$ cat src/rtl/epb_pkg.sv
package epb_pkg;
    localparam int SZ_W   = 14;
    localparam int PT_W   = 17;
    localparam int DESC_W = 1 + SZ_W + PT_W;

    // Field order is fixed: ownership flag at the top, address at the bottom.
    typedef struct packed {
        logic            used;
        logic [SZ_W-1:0] size;
        logic [PT_W-1:0] ptr;
    } desc_t;

    typedef struct packed {
        desc_t [1:0] desc;
        logic        sel;
        logic [1:0]  pend;
        logic [1:0]  evt;
    } epb_state_t;
endpackage

$ cat src/rtl/epb_desc_upd.sv
module epb_desc_upd
    import epb_pkg::*;
#(
    parameter int CNT_W = 11
) (
    input  desc_t             cur_i,
    input  logic              hit_i,
    input  logic              dir_in_i,
    input  logic [CNT_W-1:0]  bytes_i,
    input  logic [CNT_W-1:0]  max_pkt_i,
    input  logic              wr_en_i,
    input  logic [DESC_W-1:0] wr_data_i,
    output desc_t             nxt_o,
    output logic              done_o
);
    localparam int PAD = SZ_W - CNT_W;

    logic [SZ_W-1:0] bytes_ext;
    logic [SZ_W-1:0] mpk_ext;
    logic [SZ_W-1:0] take;
    logic [SZ_W-1:0] left;
    logic            complete;
    desc_t           wr_desc;

    always_comb begin
        bytes_ext = {{PAD{1'b0}}, bytes_i};
        mpk_ext   = {{PAD{1'b0}}, max_pkt_i};
        take      = (bytes_ext > cur_i.size) ? cur_i.size : bytes_ext;
        left      = cur_i.size - take;
        if (dir_in_i) complete = (left == '0);
        else          complete = (bytes_ext < mpk_ext) || (left < mpk_ext);
        wr_desc   = desc_t'(wr_data_i);

        nxt_o  = cur_i;
        done_o = 1'b0;
        if (hit_i) begin
            nxt_o.size = left;
            nxt_o.ptr  = cur_i.ptr + {{(PT_W-SZ_W){1'b0}}, take};
            nxt_o.used = complete;
            done_o     = complete;
        end
        if (wr_en_i) begin
            if (cur_i.used)        nxt_o      = wr_desc;
            else if (wr_desc.used) nxt_o.used = 1'b1;
        end
    end
endmodule

$ cat src/rtl/epb_select.sv
module epb_select
    import epb_pkg::*;
(
    input  desc_t       d0_i,
    input  desc_t       d1_i,
    input  logic        sel_i,
    input  logic        req_i,
    output desc_t       act_o,
    output logic        accept_o,
    output logic        nak_o
);
    always_comb begin
        act_o    = sel_i ? d1_i : d0_i;
        accept_o = req_i & ~act_o.used;
        nak_o    = req_i &  act_o.used;
    end
endmodule

$ cat src/rtl/epbuf_pingpong.sv
module epbuf_pingpong
    import epb_pkg::*;
#(
    parameter int CNT_W = 11
) (
    input  logic              clk,
    input  logic              rst_n,
    input  logic              cfg_dir_in,
    input  logic [CNT_W-1:0]  cfg_max_pkt,
    input  logic              wr_en,
    input  logic              wr_sel,
    input  logic [DESC_W-1:0] wr_data,
    input  logic              txn_req,
    output logic              rsp_accept,
    output logic              rsp_nak,
    input  logic              txn_done,
    input  logic              txn_ok,
    input  logic [CNT_W-1:0]  txn_bytes,
    output logic              act_sel,
    output logic [PT_W-1:0]   act_ptr,
    output logic [SZ_W-1:0]   act_size,
    output logic [DESC_W-1:0] desc0,
    output logic [DESC_W-1:0] desc1,
    output logic [1:0]        buf_done
);
    localparam int NBUF = 2;

    epb_state_t  st_q, st_d;
    desc_t [NBUF-1:0] nxt_desc;
    logic  [NBUF-1:0] hit;
    logic  [NBUF-1:0] fin;
    desc_t            act;

    for (genvar g = 0; g < NBUF; g++) begin : g_buf
        always_comb hit[g] = txn_done & txn_ok & (st_q.sel == 1'(g))
                             & ~st_q.desc[g].used;
        epb_desc_upd #(.CNT_W(CNT_W)) u_upd (
            .cur_i     (st_q.desc[g]),
            .hit_i     (hit[g]),
            .dir_in_i  (cfg_dir_in),
            .bytes_i   (txn_bytes),
            .max_pkt_i (cfg_max_pkt),
            .wr_en_i   (wr_en && (wr_sel == 1'(g))),
            .wr_data_i (wr_data),
            .nxt_o     (nxt_desc[g]),
            .done_o    (fin[g])
        );
    end

    epb_select u_sel (
        .d0_i     (st_q.desc[0]),
        .d1_i     (st_q.desc[1]),
        .sel_i    (st_q.sel),
        .req_i    (txn_req),
        .act_o    (act),
        .accept_o (rsp_accept),
        .nak_o    (rsp_nak)
    );

    always_comb begin
        st_d      = st_q;
        st_d.desc = nxt_desc;
        st_d.sel  = st_q.sel ^ (|fin);
        st_d.pend = fin;
        st_d.evt  = st_q.pend;
    end

    always_ff @(posedge clk) begin
        if (!rst_n) begin
            st_q.desc <= {NBUF{desc_t'({DESC_W{1'b1}})}};
            st_q.sel  <= 1'b0;
            st_q.pend <= '0;
            st_q.evt  <= '0;
        end else begin
            st_q <= st_d;
        end
    end

    assign act_sel  = st_q.sel;
    assign act_ptr  = act.ptr;
    assign act_size = act.size;
    assign desc0    = st_q.desc[0];
    assign desc1    = st_q.desc[1];
    assign buf_done = st_q.evt;
endmodule

$ cat config.mk
export PLATFORM = sky130hd
export DESIGN_NAME = epbuf_pingpong
export DESIGN_NICKNAME = d
export VERILOG_FILES = /design/src/rtl/epb_pkg.sv /design/src/rtl/epb_desc_upd.sv /design/src/rtl/epb_select.sv /design/src/rtl/epbuf_pingpong.sv
export SDC_FILE = /design/constraint.sdc
export NUM_CORES = 1
export LEC_CHECK = 0
export BUFFER_PORTS_ARGS = -buffer_cell sky130_fd_sc_hd__buf_2
export CAP_MARGIN = 20
export CELL_PAD_IN_SITES_DETAIL_PLACEMENT = 1
export CELL_PAD_IN_SITES_GLOBAL_PLACEMENT = 1
export CORE_AREA = 2 2 134 136
export DETAILED_ROUTE_END_ITERATION = 8
export DIE_AREA = 0 0 136 138
export GPL_TIMING_DRIVEN = 0
export MAX_ROUTING_LAYER = met4
export PLACE_DENSITY_LB_ADDON = 0.15
export SLEW_MARGIN = 40
export SYNTH_ARGS = -nofsm -noshare
export SYNTH_HDL_FRONTEND = slang
export SYNTH_SLANG_ARGS = --single-unit
export TNS_END_PERCENT = 50
$ cat constraint.sdc
create_clock -name clk -period 13.5 [get_ports clk]
set_input_delay 2.025 -clock clk [delete_from_list [all_inputs] [get_ports clk]]
set_output_delay 2.025 -clock clk [all_outputs]
set_load 0.005 [all_outputs]
==> key figures <==
Yosys
  – Mapped Avg Cell Area: between 7 and 8 µm²
  – Combinational family with the most area after synthesis: compound AO/OA/AOI/OAI gates
  – Most area-consuming cells after synthesis: dfxtp_1 (19%), ha_1 (17%), mux2_2 (6.0%)
  – Synth Area in Simple Gates: slightly above 20%
  – Total number of yosys warnings: 0
  – Yosys cell types: between 70 and 80
  – XOR/XNOR share of the synthesized area: under 10%
  – Synth top cells by count: nand2_1 (116), ha_1 (102), o21ai_0 (76)
  – Synth top area share: a little under a fifth
  – Post-synthesis mux area share: 9.80%
  – Sequential area share after synthesis: 18.5%
  – Cell count after synthesis: 957
  – Compound-Gate Fraction of Synth Area: a little under a quarter
  – Synthesized area: 0.00746 mm²
  – Post-Synth Adder-Cell Area: 18.2%
  – #FFs+latches synth: a little under 70
  – Post-synth EDFFs: 0
  – Synth Flop Type: dfxtp_1
  – Synth area leader: dfxtp_1
  – Ys async rst share: 0%
  – Most common cell in the netlist: nand2_1

Hold path
  – Hold Path End: buf_done[0]
  – Hold path startpoint: st_d[0]
  – Hold Path Class: flop to flop
  – Hold path cells: 1

Clock network
  – Post-CTS sizing: 0
  – Clock buffer depth: 2
  – CTS HTree Levels: 3
  – Post-CTS Repair Setup Buffers: 0
  – Clock-pin slew on the worst setup and hold paths: 0.06 ns
  – TritonCTS clock tree: done
  – Total CTS buffers: 9
  – Root Driver: clkbuf_16
  – Clock Latency Late Sink: between 0.3 and 0.4 ns
  – Clock sink count: a little under 70
  – Post-CTS Hold Buffers: 0

Global route
  – GRT Util Overall: between 30 and 40%
  – Vias in the first global route: 8,328
  – Global routing's busiest layer: met2
  – Gr ovfl total: 0
  – Met1 Track Usage GR: 43.3%
  – First-pass GRT wire length: 47,700 µm
  – Met3 Track Usage GR: 3.30%
  – Pin count of the biggest net entering global routing: 12
  – Initial antenna violation count: 0
  – Met2 global-route usage: between 50% and 60%

Timing
  – Max Freq: about 0.12 GHz
  – Slew @ Worst Pin: roughly 0.86 ns
  – Finish-stage setup viols: 0
  – Final period utilization: between 50% and 60%
  – RSZ-0062 raised after global routing: false
  – Max Slew Vio Count: 0
  – Hold slack final: roughly 0.44 ns
  – Total Neg Setup Slack: 0 ns
  – Tmin final: slightly above 8 ns
  – Relative slew slack: between 40 and 50%
  – Clock Skew: roughly 0.0073 ns
  – Hold Vio Cnt, Final: 0

Floorplan
  – Die ar.: 0.0188 mm²
  – Die height: approximately 140 µm
  – Die Wd: ~140 µm
  – Starting density of the core: between 40 and 50%
  – Top Ports: roughly 160
  – Cell row count: 49
  – Core Area: 0.0175 mm²

Setup path
  – Reg2reg setup slack: about 6.7 ns
  – RR Endpoint: st_d[0]
  – Reg2reg path depth: 22
  – Worst R2R Start: desc0[19]
  – Kind of critical path: input port to flop
  – Startpoint Class: input port
  – Worst Path Required: ~14 ns
  – CP arrival: ~8.4 ns
  – CP Max Fanout: 10
  – Setup crit end kind: flop

Place
  – Post-placement cell count: ~1.4k
  – Routability cong.: ~0.95
  – HPWL Detailed: approximately 25,000 µm
  – Port bufs: approximately 160

Layout
  – Finished Layout Cells: between 1k and 1.5k
  – Fraction of layout cells with a size suffix above 1: 21.1%
  – Fillers: roughly 2.3k
  – Synth-to-Final Area Change: 19.5%
  – Final Net Count: between 1k and 1.5k
  – Antenna cells: 0
  – Core Util, Final: just over 50%

Power and ir drop
  – Static Leak: roughly 4 nW
  – P per Cell Area: between 80 and 90 mW/mm²
  – Worst IR Drop VDD: around 0.000057 V
  – Design Power: around 0.0008 W

Routing
  – Routed WL per cell: roughly 23 µm
  – Vias per cell: a little over 6
  – Routed wire length: about 32,000 µm
  – Routed via count: ~8.4k
  – DRT antenna net count: 0
  – DRT iter0 DRCs: roughly 430
  – # DRC: 0
  – TritonRoute pass-1 iters: 5

Run status
  – Run status: complete, no violations

Job
  – Maxcap violations: 0
[flip-flops by register name, summed over array words and instances (netlist names)]
| name | cells |
|---|---|
| desc0 | 32 |
| desc1 | 32 |
| buf_done | 2 |
| st_d | 2 |
| act_sel | 1 |
[report_power, final]
| group | switching [W] | internal (W) | total, W | leakage [nW] |
|---|---|---|---|---|
| clock | 0.0000958 | 0.000179 | 0.000275 | 0.162 |
| sequential | 0.0000191 | 0.000215 | 0.000235 | 0.567 |
| combinational | 0.000174 | 0.000118 | 0.000292 | 3.26 |
[cells in the final DEF (no fill, tap or decap), types with 7 or more instances in the layout]
cell type / netlist / final
a211oi_1: 17 / 17
a21o_1: 15 / 15
a21oi_1: 44 / 44
and2_1: 8 / 8
and3_1: 12 / 12
buf_2: 1 / 162
clkbuf_1: 33 / 34
clkbuf_16: 0 / 9
dfxtp_1: 69 / 69
ha_1: 102 / 102
inv_1: 52 / 52
mux2_2: 40 / 40
mux2i_1: 28 / 28
nand2_1: 116 / 116
nand2b_1: 17 / 17
nand3_1: 26 / 26
nand4_1: 10 / 10
nor2_1: 65 / 65
nor2b_1: 14 / 14
nor3_1: 16 / 15
o211ai_1: 34 / 34
o21a_1: 16 / 16
o21ai_0: 76 / 76
or3_1: 7 / 7
xnor2_1: 19 / 19
xor2_1: 22 / 22
[final cells by class]
| class | count | area (µm²) | share of cell area [%] |
|---|---|---|---|
| multi-input combinational | 802 | 5750 | 64.5 |
| sequential | 69 | 1380 | 15.5 |
| timing repair buffer | 162 | 813 | 9.12 |
| tap | 229 | 287 | 3.21 |
| clock buffer | 10 | 229 | 2.57 |
| inverter | 52 | 195 | 2.19 |
| buffer | 39 | 163 | 1.82 |
| clock inverter | 5 | 100 | 1.12 |
[layer usage]
layer	part of all wire, %	vias up
met3	4.9	97
li1	-	3865
met5	0	-
met1	43	4101
met2	47	305
met4	4.8	0
[critical path: stages]
cell	delay (ns)
buf_2	0.20
ha_1	0.33
nand4_1	0.13
nor2_1	0.14
nor2_1	0.05
a21oi_1	0.15
a211oi_1	0.07
nor4_1	0.71
clkbuf_1	0.61
mux2i_1	0.51
ha_1	0.30
fa_1	0.23
nand2b_1	0.14
a21oi_1	0.14
o22a_1	0.25
a41o_1	0.34
a21oi_1	0.47
ha_1	0.36
a211o_1	0.29
o21ai_0	0.16
a2bb2oi_1	0.54
and2_1	0.22
[cells by family (layout without fill, tap and decap cells)]
logic type,Yosys count,count (layout)
multiplexers,68,68
AND/OR/NAND/NOR,319,319
buffers and inverters,91,268
AO/OA/AOI/OAI,262,262
other,1,6
XOR/XNOR,41,41
adder cells (fa/ha/maj),106,106
flip-flops,69,69
[worst max path at each step]
| stage | startpoint | endpoint | slack (ns) |
|---|---|---|---|
| global placement | txn_bytes[5] | desc0[31] | 5.45 |
| CTS | txn_bytes[3] | st_d[0] | 5.57 |
| finish | txn_bytes[5] | st_d[0] | 5.42 |
| global route | txn_bytes[3] | st_d[0] | 5.24 |
| floorplan | txn_bytes[1] | act_sel | 6.92 |
| detailed placement | txn_bytes[3] | st_d[0] | 5.22 |
[per-stage QoR]
step	setup WS [ns]	cell area, µm²
after floorplan	6.92	7480
after global placement	5.45	8570
after detailed placement	5.22	8590
after CTS	5.57	8920
after global routing	5.24	8920
final	5.42	8920
No activity file was read; power rests on OpenSTA's default activity.
